File: src/rtl/fhc_pkg.sv
package fhc_pkg;
  typedef enum logic [1:0] {
    OP_CHIP = 2'b00,
    OP_BLK1 = 2'b01,
    OP_BLK2 = 2'b10,
    OP_PROG = 2'b11
  } arr_op_e;

  localparam logic [3:0] C_SIG   = 4'h0;
  localparam logic [3:0] C_CHIP  = 4'h1;
  localparam logic [3:0] C_BLK1  = 4'h2;
  localparam logic [3:0] C_BLK2  = 4'h4;
  localparam logic [3:0] C_PROG  = 4'hE;
  localparam logic [3:0] C_LB1   = 4'hF;
  localparam logic [3:0] C_LB2   = 4'h3;
  localparam logic [3:0] C_LB3   = 4'h5;
  localparam logic [3:0] C_VLOCK = 4'h9;
  localparam logic [3:0] C_VMAIN = 4'hC;

  function automatic logic [7:0] size_code(int kb);
    if (kb == 16) return 8'h04;
    if (kb == 32) return 8'h08;
    return 8'h10;
  endfunction
endpackage

File: src/rtl/fhc_strobe_sync.sv
module fhc_strobe_sync #(
  parameter int STAGES = 2
) (
  input  logic clk,
  input  logic rst_n,
  input  logic strobe_n,
  output logic fall
);
  // chain[0..STAGES-1] synchroniser, chain[STAGES] previous value
  logic [STAGES:0] chain;

  always_ff @(posedge clk or negedge rst_n) begin
    if (!rst_n) chain <= '1;
    else        chain <= {chain[STAGES-1:0], strobe_n};
  end

  assign fall = chain[STAGES] & ~chain[STAGES-1];
endmodule

File: src/rtl/fhc_cmd_gate.sv
module fhc_cmd_gate
  import fhc_pkg::*;
#(
  parameter bit HAS_BLK2 = 1'b1
) (
  input  logic [3:0] cmd,
  input  logic [2:0] lock,
  input  logic       armed,
  input  logic       busy,
  output logic       go_arr,
  output arr_op_e    op,
  output logic [2:0] lock_set,
  output logic       refuse
);
  logic protect;
  logic is_write;

  always_comb begin
    protect  = lock[1] | lock[2];
    go_arr   = 1'b0;
    op       = OP_PROG;
    lock_set = '0;
    refuse   = 1'b0;
    case (cmd)
      C_CHIP: begin op = OP_CHIP; go_arr = 1'b1; end
      C_BLK1: begin op = OP_BLK1; go_arr = !protect; refuse = protect; end
      C_BLK2: begin
        op     = OP_BLK2;
        go_arr = HAS_BLK2 && !protect;
        refuse = !(HAS_BLK2 && !protect);
      end
      C_PROG: begin op = OP_PROG; go_arr = !protect; refuse = protect; end
      C_LB1:  lock_set = 3'b001;
      C_LB2:  lock_set = 3'b010;
      C_LB3:  lock_set = 3'b100;
      default: ;
    endcase
    is_write = go_arr | refuse | (|lock_set);
    if (is_write && (!armed || busy)) begin
      go_arr   = 1'b0;
      lock_set = '0;
      refuse   = 1'b1;
    end
  end
endmodule

File: src/rtl/fhc_read_mux.sv
module fhc_read_mux
  import fhc_pkg::*;
#(
  parameter int SIZE_KB  = 64,
  parameter int ADDR_W   = 16,
  parameter int DATA_W   = 8,
  parameter int SIG_BASE = 'h30
) (
  input  logic              host,
  input  logic [3:0]        cmd,
  input  logic [ADDR_W-1:0] addr,
  input  logic [2:0]        lock,
  input  logic [DATA_W-1:0] arr_rdata,
  output logic [DATA_W-1:0] dout,
  output logic              dout_en,
  output logic              sig_hit,
  output logic              arr_rd_en
);
  localparam logic [7:0] SZ_CODE = size_code(SIZE_KB);
  localparam int         SIG_N   = 3;

  logic [ADDR_W-1:0] off;
  assign off = addr - ADDR_W'(SIG_BASE);

  always_comb begin
    dout      = '0;
    dout_en   = 1'b0;
    sig_hit   = 1'b0;
    arr_rd_en = 1'b0;
    if (host) begin
      case (cmd)
        C_SIG: if (off < ADDR_W'(SIG_N)) begin
          sig_hit = 1'b1;
          dout_en = 1'b1;
          case (off[1:0])
            2'd0:    dout = DATA_W'(8'hD5);
            2'd1:    dout = DATA_W'(SZ_CODE);
            default: dout = DATA_W'(8'hFF);
          endcase
        end
        C_VLOCK: begin
          dout_en = 1'b1;
          dout    = DATA_W'({4'b0000, lock, 1'b0});
        end
        C_VMAIN: if (lock == 3'b000) begin
          arr_rd_en = 1'b1;
          dout_en   = 1'b1;
          dout      = arr_rdata;
        end
        default: ;
      endcase
    end
  end
endmodule

File: src/rtl/flash_host_ctrl.sv
module flash_host_ctrl
  import fhc_pkg::*;
#(
  parameter int SIZE_KB     = 64,
  parameter int ADDR_W      = 16,
  parameter int DATA_W      = 8,
  parameter int SYNC_STAGES = 2
) (
  input  logic              clk,
  input  logic              rst_n,
  input  logic              rst_pin,
  input  logic              psen_n,
  input  logic              prog_n,
  input  logic [3:0]        cmd,
  input  logic [ADDR_W-1:0] addr,
  input  logic [DATA_W-1:0] din,
  output logic [DATA_W-1:0] dout,
  output logic              dout_en,
  output logic              busy,
  output logic              timeout,
  output logic              rejected,
  output logic              arr_valid,
  input  logic              arr_ready,
  output logic [1:0]        arr_op,
  output logic [ADDR_W-1:0] arr_addr,
  output logic [DATA_W-1:0] arr_data,
  input  logic              arr_done,
  input  logic              arr_fail,
  output logic              arr_rd_en,
  output logic [ADDR_W-1:0] arr_rd_addr,
  input  logic [DATA_W-1:0] arr_rdata
);
  localparam bit HAS_BLK2 = (SIZE_KB == 64);

  logic       host;
  logic       armed;
  logic [2:0] lock_q;
  logic       fall;
  logic       sig_hit;
  logic       go_arr;
  arr_op_e    op;
  logic [2:0] lock_set;
  logic       refuse;

  assign host        = rst_pin & ~psen_n;
  assign arr_rd_addr = addr;

  fhc_strobe_sync #(.STAGES(SYNC_STAGES)) u_sync (
    .clk(clk), .rst_n(rst_n), .strobe_n(prog_n), .fall(fall)
  );

  fhc_cmd_gate #(.HAS_BLK2(HAS_BLK2)) u_gate (
    .cmd(cmd), .lock(lock_q), .armed(armed), .busy(busy),
    .go_arr(go_arr), .op(op), .lock_set(lock_set), .refuse(refuse)
  );

  fhc_read_mux #(.SIZE_KB(SIZE_KB), .ADDR_W(ADDR_W), .DATA_W(DATA_W)) u_rd (
    .host(host), .cmd(cmd), .addr(addr), .lock(lock_q), .arr_rdata(arr_rdata),
    .dout(dout), .dout_en(dout_en), .sig_hit(sig_hit), .arr_rd_en(arr_rd_en)
  );

  always_ff @(posedge clk or negedge rst_n) begin
    if (!rst_n) begin
      armed     <= 1'b0;
      lock_q    <= '0;
      arr_valid <= 1'b0;
      arr_op    <= '0;
      arr_addr  <= '0;
      arr_data  <= '0;
      busy      <= 1'b0;
      timeout   <= 1'b0;
      rejected  <= 1'b0;
    end else begin
      if (!host)        armed <= 1'b0;
      else if (sig_hit) armed <= 1'b1;

      if (arr_valid && arr_ready) arr_valid <= 1'b0;

      if (busy && !arr_valid && arr_done) begin
        busy    <= 1'b0;
        timeout <= arr_fail;
      end

      if (host && fall) begin
        if (go_arr) begin
          arr_valid <= 1'b1;
          arr_op    <= op;
          arr_addr  <= addr;
          arr_data  <= din;
          busy      <= 1'b1;
          timeout   <= 1'b0;
          if (op == OP_CHIP) lock_q <= '0;
        end else if (|lock_set) begin
          lock_q <= lock_q | lock_set;
        end
        if (refuse) rejected <= 1'b1;
      end
    end
  end
endmodule

File: config.mk
export PLATFORM = sky130hd
export DESIGN_NAME = flash_host_ctrl
export DESIGN_NICKNAME = d
export VERILOG_FILES = /design/src/rtl/fhc_pkg.sv /design/src/rtl/fhc_strobe_sync.sv /design/src/rtl/fhc_cmd_gate.sv /design/src/rtl/fhc_read_mux.sv /design/src/rtl/flash_host_ctrl.sv
export SDC_FILE = /design/constraint.sdc
export NUM_CORES = 1
export LEC_CHECK = 0
export CORE_MARGIN = 4
export CORE_UTILIZATION = 40
export CTS_CLUSTER_DIAMETER = 30
export CTS_CLUSTER_SIZE = 16
export DETAILED_ROUTE_END_ITERATION = 8
export PLACE_DENSITY_LB_ADDON = 0.2
export SYNTH_ARGS = -nofsm -noshare
export SYNTH_HDL_FRONTEND = slang
export SYNTH_SLANG_ARGS = --single-unit
export TNS_END_PERCENT = 1
File: constraint.sdc
create_clock -name clk -period 4 [get_ports clk]
set_input_delay 0.8 -clock clk [delete_from_list [all_inputs] [get_ports clk]]
set_output_delay 0.8 -clock clk [all_outputs]
set_load 0.05 [all_outputs]
# Word level (Yosys, flattened, before mapping)

Cells that the tools add are included.

Output and inout bits: 56
Memory bits (read-only): 0
RAM bits: 0
Memories: 0
Bits in latches: 0
Input bits: 44
Logic and storage cells: 86
Flip-flop bits (word level): 37

$mul: 0
Add/sub/neg operators: 1
Reduce and logical (&&, ||, !) cells: 20
$lt $le $gt $ge: 1
Shift-type cells: 0
Bitwise logic cells: 8
Muxes and demuxes: 34
Divide/modulo/power cells: 0
Eq/ne operators: 12

Operators with widths:

| kind                  | number |
|---|---|
| $mux 8                | 3 |
| $pmux 8 s3            | 1 |
| $mux 1                | 21 |
| $eq 4x4->1 const B    | 4 |
| $lt 16x2->1 const B   | 1 |
| $pmux 8 s2            | 1 |
| $sub 16x6->16 const B | 1 |
| $mux 3                | 4 |
| $pmux 3 s3            | 1 |
| $reduce_or 3->1       | 3 |
| $eq 4x2->1 const B    | 2 |
| $eq 4x3->1 const B    | 2 |
| $pmux 2 s3            | 1 |
| $logic_and 1x1->1     | 5 |
| $eq 4x1->1 const B    | 1 |
| $logic_not 2->1       | 2 |
| $logic_not 4->1       | 1 |
| $ne 2x1->1 const B    | 2 |
| $reduce_and 2->1      | 2 |
| $logic_not 1->1       | 3 |
| $logic_not 3->1       | 1 |
| $or 1x1->1            | 3 |
| $or 3x3->3            | 1 |
| $pmux 1 s3            | 1 |
| other kinds (7)       | 9 |

# Logic depth before layout (Yosys ltp)

Gate-level depths: netlist (run 1).

Word-level depth: 10
Gate-level depth with buffers: 7
Depth with buffers taken out: 4

# By module

A second synthesis (run 1) with hierarchy kept.

Cells, all modules: 176
Area, all modules: 2,080.7 sq um

Modules (own cells, without submodules):

| module          | cells an instance | area each (sq um) | sequential area each (sq um) | times used |
|---|---|---|---|---|
| flash_host_ctrl | 100               | 1,521.5           | 850.8                        | 1 |
| fhc_read_mux    | 44                | 266.5             | 0.0                          | 1 |
| fhc_cmd_gate    | 28                | 200.2             | 0.0                          | 1 |
| fhc_strobe_sync | 4                 | 92.6              | 78.8                         | 1 |

# Worst setup path after synthesis (run 1)

No wires, ideal clock.

Path kind: input-to-output
From: input cmd[1]
To: output arr_rd_en
Required time: 3.200 ns
Buffers on the path: 1
Arrival: 2.963 ns
Stages on the path: 3
Slack: 0.237 ns
Cell sequence: buf_6 or4_4 nor4_1

Word-level cells in the longest chain between the ends: 3

RTL lines:

| item            | line                  | RTL |
|---|---|---|
| start, declared | flash_host_ctrl.sv:14 | `input logic [3:0] cmd,` |
| $eq 4x4->1      | fhc_read_mux.sv:31    | `case (cmd)` |
| $mux 1          | fhc_read_mux.sv:31    |  |
| $mux 1          | fhc_read_mux.sv:30    | `if (host) begin` |
| end, declared   | flash_host_ctrl.sv:29 | `output logic arr_rd_en,` |

No other way between the ends.

# Worst setup path in the final report (run 1)

From: input cmd[0]
To: output dout[0]

Word-level cells in the longest chain between the ends: 3
Elaborated cells between the ends (all ways): 5
Classes of those cells: eq/ne (2); mux (2); reduce/logical (1)

RTL lines:

| item                                                 | line                  | RTL |
|---|---|---|
| $eq 4x4->1 / $logic_not 4->1 (equally long branches) | fhc_read_mux.sv:31    |  |
| $pmux 8 s3 *                                         | fhc_read_mux.sv:31    |  |
| $mux 8 *                                             | fhc_read_mux.sv:30    |  |
| end, declared                                        | flash_host_ctrl.sv:17 | `output logic [DATA_W-1:0] dout,` |

Mark *: on every way between the ends. The rest lies on a longest branch, timed or not.

==> results of run 1 <==
==> per-stage QoR <==
stage	instance area [µm²]	hold slack [ns]	std cells	power, mW	util [%]
global route	3090	0.368	318	1.26	65.4
global placement	3000	0.346	310	0.961	63.6
floorplan	1950	0.345	163	0.776	-
finish	3090	0.361	318	1.20	65.4
detailed placement	3000	0.353	310	0.966	63.6
CTS	3090	0.364	318	1.22	65.4
==> critical path, stage by stage <==
cell and delay (ns):
sky130_fd_sc_hd__clkdlybuf4s50_1 0.52, sky130_fd_sc_hd__buf_4 0.19, sky130_fd_sc_hd__xor2_1 0.19, sky130_fd_sc_hd__a21oi_1 0.08, sky130_fd_sc_hd__or3_1 0.49, sky130_fd_sc_hd__a21oi_1 0.32
sky130_fd_sc_hd__buf_12 0.18
==> cell type report <==
type                            count  area share [%]
Tap cell                           67            2.71
Timing Repair Buffer              104            36.8
Sequential cell                    37            30.1
Clock buffer                        7            2.47
Inverter                            1           0.122
Multi-Input combinational cell    101            27.6
Clock inverter                      1           0.243
==> flip-flops by register name, summed over array words and instances (netlist names) <==
signal	count
arr_valid	1
u_sync.chain	3
busy	1
arr_addr	16
armed	1
lock_q	3
arr_data	8
arr_op	2
timeout	1
rejected	1
==> cells by family after synthesis <==
| family | Yosys count |
|---|---|
| mux | 29 |
| buf+inv | 25 |
| compound gates | 27 |
| xor+xnor | 3 |
| simple gates | 42 |
| flops | 37 |
==> layer usage <==
metal,part of all wire [%],track usage (%),wire [µm],up-vias
met5,0,0,0,-
met4,0.31,4.80,15,0
met3,9.7,6.84,472,2
met2,48,26.6,2360,67
met1,42,20.1,2040,743
li1,-,-,-,753
==> worst max-delay path by stage <==
stage            from        end  slack [ns]
2_1_floorplan  cmd[1]  arr_rd_en        0.24
3_3_place_gp   cmd[0]    dout[6]        0.47
3_5_place_dp   cmd[0]    dout[0]        0.43
4_1_cts        cmd[0]    dout[0]        0.42
5_1_grt        cmd[0]    dout[0]        0.30
6_report       cmd[0]    dout[0]        0.42
==> synthesized netlist by cell type <==
cell type                  number
sky130_fd_sc_hd__o21bai_1       1
sky130_fd_sc_hd__a211oi_1       1
sky130_fd_sc_hd__nor2_1         6
sky130_fd_sc_hd__o21ai_0        1
sky130_fd_sc_hd__dfrtp_1       34
sky130_fd_sc_hd__and4_1         1
sky130_fd_sc_hd__nor4b_1        3
sky130_fd_sc_hd__nand2_1       10
sky130_fd_sc_hd__a21boi_0       1
sky130_fd_sc_hd__a21o_1         2
sky130_fd_sc_hd__xor2_1         3
sky130_fd_sc_hd__and3b_1        1
sky130_fd_sc_hd__o221a_2        1
sky130_fd_sc_hd__a21bo_2        1
sky130_fd_sc_hd__a22oi_1        3
sky130_fd_sc_hd__nand3_1        2
sky130_fd_sc_hd__mux2_4         7
sky130_fd_sc_hd__or3_1          1
sky130_fd_sc_hd__buf_6          3
sky130_fd_sc_hd__a21oi_1       11
sky130_fd_sc_hd__nor3_1         3
sky130_fd_sc_hd__inv_1          1
sky130_fd_sc_hd__nand2b_1       3
sky130_fd_sc_hd__o211ai_1       1
sky130_fd_sc_hd__buf_4         16
sky130_fd_sc_hd__o21ba_2        1
sky130_fd_sc_hd__nor2b_1        1
sky130_fd_sc_hd__dfstp_2        3
sky130_fd_sc_hd__buf_2          3
sky130_fd_sc_hd__and4bb_2       2
sky130_fd_sc_hd__nor4_1         4
sky130_fd_sc_hd__nor3_4         1
sky130_fd_sc_hd__o41ai_4        1
sky130_fd_sc_hd__a21oi_2        1
sky130_fd_sc_hd__nand3b_1       3
sky130_fd_sc_hd__mux2i_1        1
sky130_fd_sc_hd__clkbuf_1       2
sky130_fd_sc_hd__o211a_1        1
sky130_fd_sc_hd__or4_4          1
sky130_fd_sc_hd__mux2_2        21
==> power groups by stage <==
stage               Sequential (mW)  Combinational, mW  Clock, mW
global placement              0.465              0.496          0
finish                        0.460              0.496      0.249
floorplan                     0.650              0.126          0
CTS                           0.460              0.501      0.263
global route                  0.467              0.517      0.277
detailed placement            0.467              0.499          0
==> results.md, run 1 <==
* Type of the setup path with the least slack: input pin to primary output
* HPWL reported at the end of detailed placement at 3.83 mm
* Syn. warnings at 0
* Cell row count at 25
* Kind of launch point of the worst setup path: input pin
* Flip-flop and latch count after synthesis at 37
* Final setup TNS at 0 ns
* Hold Path End: u_sync.chain[1]
* Antenna violations before repair at 0
* Share of total power consumed by net switching at 37.8%
* Power Density at 390 mW/mm²
* Die width at 77.9 µm
* Maximum number of pins on one net before global-route repair at 38
* Outcome: finished, final reports clean
* Crit path capture type: primary output
* Final Slew Violations at 0
* Number of different library cells in the post-synthesis netlist at 40
* Maximum vdd drop at 255 µV
* Relative slew margins at 45.6%
* Maximum fanout along the worst path at 10
* Final setup skew at 0.00475 ns
* Hold Buf Count CTS at 0
* Crit path setup slack, layout at 0.425 ns
* CTS HTree Levels at 2
* Number of CTS-inserted buffers at 5
* Vias per std cell at 4.92
* Drt first pass iters at 4
* Data arrival time of the critical path at 2.78 ns
* R2R Setup Slk at 1.92 ns
* Cell depth of the worst flop-to-flop path at 5
* Detail Route Antenna Nets at 0
* Post-synthesis instance area at 0.00195 mm²
* Biggest area consumer among synthesized cells: sky130_fd_sc_hd__dfrtp_1
* Final period demand of the worst path at 3.58 ns
* Part of the power in the clock network at 20.7%
* Final number of setup-violating endpoints at 0
* Pre-CTS WS at 0.426 ns
* Slew at the pin with the worst max-slew slack at 0.816 ns
* First DRT Iteration DRCs at 75
* Unrepaired setup endpoints after global routing: no
* Logic pwr share at 41.1%
* Number of endpoints with negative hold slack in the final report at 0
* Post CTS Setup Buffer Count at 0
* Total Die Area at 0.00606 mm²
* Clock slew at reported path FFs at 0.07 ns
* IO buf count at 99
* CTS tree: yes
* Vias in the first global route at 1585
* Post-CTS resize count at 0
* Number of maximum-capacitance constraint violations at 0
* GRT Residual Overflow at 0
* Storage cell area at 930 µm²
* Sink Count at 37
* Post-synthesis mux area share at 18.0%
* DRC viols at 0
* Core Footprint at 0.00472 mm²
* Area fraction of the dominant cell type after synthesis at 43.6%
* Share of final-layout standard cells stronger than drive strength 1 at 24.7%
* Area of the multi-input gates at 851 µm²
* Largest family of logic cells by synthesized area: multiplexers
* Fraction of power consumed by sequential logic at 38.2%
* Mean Syn Cell Area at 12.0 µm²
* Total global routing track utilization at 16.5%
* Global placement routability congestion at 0.808
* Die height at 77.9 µm
* Hold Path Depth at 0
* LEAKAGE at 1.27 nW
* Syn-to-layout area delta at 58.1%
* Source of the worst register-to-register timing path: u_sync.chain[2]
* Net Switching at 0.455 mW
* P_int at 0.749 mW
* Data required time of the critical path at 3.20 ns
* First-pass GRT wire length at 7.82 mm
* Total Wirelength at 4.88 mm
* Routed WL per cell at 15.4 µm
* CTS root buf: sky130_fd_sc_hd__clkbuf_8
* Fraction of the mapped netlist area in simple logic gates at 13.3%
* Commonest cells after routing, fill and taps aside: sky130_fd_sc_hd__clkdlybuf4s50_1 (88), sky130_fd_sc_hd__dfrtp_1 (34), sky130_fd_sc_hd__mux2_2 (21)
* Clk_lat worst skew at 0.28 ns
* Clock Path Buffers at 2
* Number of inserted diodes at 0
* Synthesized-area fraction occupied by adder cells at 0%
* Number of instances in the synthesized netlist at 163
* Maximum clock frequency at 280 MHz
* Share of the clock period used by the worst path at 89.4%
* Top-Level Pins at 100
* Final-stage net count at 294
* Fraction of the mapped netlist area in compound gates at 10.5%
* Cell types occupying the most area after synthesis: sky130_fd_sc_hd__dfrtp_1 (44%), sky130_fd_sc_hd__mux2_2 (12%), sky130_fd_sc_hd__buf_4 (6.1%)
* Seq/Total Area, Yosys at 47.6%
* Worst Min Path Start: u_sync.chain[0]
* Initial Utilization at 41.4%
* Post-synthesis share of cell area spent on xor and xnor gates at 1.35%
* Synth Net Count at 207
* Worst hold path class: register to register
* Most frequent standard cell in the layout excluding fill and tap cells: sky130_fd_sc_hd__clkdlybuf4s50_1
* Number of vias in the routed layout at 1565
* Layout fillers at 367
* R2R Path End: arr_addr[2]
Note: power is estimated with default switching activity, not from simulation.
==> inputs of run 2 (changes only) <==
--- a/config.mk
+++ b/config.mk
@@ -10,6 +10,7 @@
 export CTS_CLUSTER_DIAMETER = 30
 export CTS_CLUSTER_SIZE = 16
 export DETAILED_ROUTE_END_ITERATION = 8
+export DONT_BUFFER_PORTS = 1
 export PLACE_DENSITY_LB_ADDON = 0.2
 export SYNTH_ARGS = -nofsm -noshare
 export SYNTH_HDL_FRONTEND = slang
==> results.md, run 2 (synthesis gave the netlist of run 1 again) <==
* Max layer used: met4
* Final number of setup-violating endpoints at 0
* Total Wirelength at 4.02 mm
* Type of the setup path with the least slack: input pin to primary output
* Maximum clock frequency at 328 MHz
* Worst hold path class: input pin to async pin
* Detail Route Antenna Nets at 0
* Area of the multi-input gates at 857 µm²
* Number of inserted diodes at 0
* Worst slack on hold paths at 0.209 ns
* Kind of launch point of the worst setup path: input pin
* CTS HTree Levels at 2
* Maximum fanout along the worst path at 15
* Hold Buf Count CTS at 0
* Clk_lat worst skew at 0.28 ns
* GRT Residual Overflow at 0
* Number of maximum-capacitance constraint violations at 0
* Top-Level Pins at 100
* Register containing the most flip-flops in the final layout: arr_addr
* Length of routed met2 wiring at 1.97 mm
* Storage cell area at 930 µm²
* Share of the clock period used by the worst path at 76.2%
* Layout fillers at 454
* Post CTS Setup Buffer Count at 0
* Syn-to-layout area delta at 5.77%
* CTS tree: yes
* First DRT Iteration DRCs at 45
* DRC viols at 0
* Vias in the first global route at 1294
* Crit path capture type: primary output
* Unrepaired setup endpoints after global routing: no
* Total global routing track utilization at 13.7%
* Total power consumption of the routed design at 1.07 mW
* Post-route met1 wirelength at 1.62 mm
* Maximum number of pins on one net before global-route repair at 38
* Share of final-layout standard cells stronger than drive strength 1 at 36.9%
* Power Density at 516 mW/mm²
* Antenna violations before repair at 0
* Vias per std cell at 5.51
* Die height at 77.9 µm
* Number of flip-flops under the largest register name at 16
* Global placement routability congestion at 0.774
* CTS root buf: sky130_fd_sc_hd__clkbuf_8
* Die width at 77.9 µm
* Initial Utilization at 41.4%
* Final-stage net count at 200
* Cell row count at 25
* Relative slew margins at 35.1%
* Core Footprint at 0.00472 mm²
* Number of endpoints with negative hold slack in the final report at 0
* Post-CTS resize count at 0
* Data arrival time of the critical path at 2.25 ns
* LEAKAGE at 0.901 nW
* Total Die Area at 0.00606 mm²
* Final setup TNS at 0 ns
* Maximum vdd drop at 275 µV
* Sink Count at 37
* Data required time of the critical path at 3.20 ns
* Outcome: finished, final reports clean
* Sum of met3 wire segment lengths after detailed routing at 384 µm
* IO buf count at 0
* Number of vias in the routed layout at 1235
* Most frequent standard cell in the layout excluding fill and tap cells: sky130_fd_sc_hd__dfrtp_1
* Registers with the most flip-flops: arr_addr (16), arr_data (8)
* Commonest cells after routing, fill and taps aside: sky130_fd_sc_hd__dfrtp_1 (34), sky130_fd_sc_hd__mux2_2 (21), sky130_fd_sc_hd__a21oi_1 (11)
* Final period demand of the worst path at 3.05 ns
* Clock Path Buffers at 2
* Drt first pass iters at 4
* HPWL reported at the end of detailed placement at 3.04 mm
* Number of CTS-inserted buffers at 5
* Clock slew at reported path FFs at 0.07 ns
* Final Slew Violations at 0
* Final setup skew at 0.00234 ns
* Slew at the pin with the worst max-slew slack at 0.972 ns
* Routed WL per cell at 18.0 µm
* First-pass GRT wire length at 6.59 mm
-- run 2: cell type report --
| class | instances | area share, % |
|---|---|---|
| clock buffers | 7 | 4.18 |
| repair buffers | 10 | 3.63 |
| flip-flops and latches | 37 | 45.0 |
| well taps | 67 | 4.06 |
| inverters | 1 | 0.182 |
| clock inverters | 1 | 1.45 |
| multi-input cells | 101 | 41.5 |
-- run 2: critical path: stages --
cell and delay (ns):
sky130_fd_sc_hd__or4_4 0.53, sky130_fd_sc_hd__nor3_4 0.33, sky130_fd_sc_hd__a22oi_1 0.17, sky130_fd_sc_hd__a21oi_1 0.20, sky130_fd_sc_hd__buf_4 0.22
-- run 2: power breakdown --
group	internal [mW]	switching, mW	leakage (nW)
sequential	0.427	0.228	0.481
clock	0.203	0.123	0.0585
combinational	0.0583	0.0275	0.361
total	0.689	0.378	0.901
-- run 2: per-layer routing --
metal | vias up | GRT usage, %
met2 | 64 | 21.7
met4 | 0 | 4.80
li1 | 554 | -
met1 | 613 | 16.8
met3 | 4 | 5.34
met5 | - | 0
-- run 2: final timing paths --
check | start | slack, ns | end | cells after the start
worst max-delay path | cmd[1] | 0.95 | dout[1] | 5
worst min-delay path | rst_n | 0.21 | arr_valid | 0
worst max register to register | busy | 1.60 | arr_data[4] | 4
worst min register to register | u_sync.chain[0] | 0.36 | u_sync.chain[1] | 0
max in group asynchronous | rst_n | 3.61 | u_sync.chain[2] | 0
min in group clk | u_sync.chain[0] | 0.36 | u_sync.chain[1] | 0
-- run 2: per-stage QoR --
step	setup slack [ns]	utilization [%]	area [µm²]	cells
global placement	1.04	41.3	1950	216
global route	0.918	43.7	2070	224
detailed placement	0.953	41.3	1950	216
CTS	0.947	43.7	2070	224
floorplan	0.237	-	1950	163
finish	0.952	43.7	2070	224
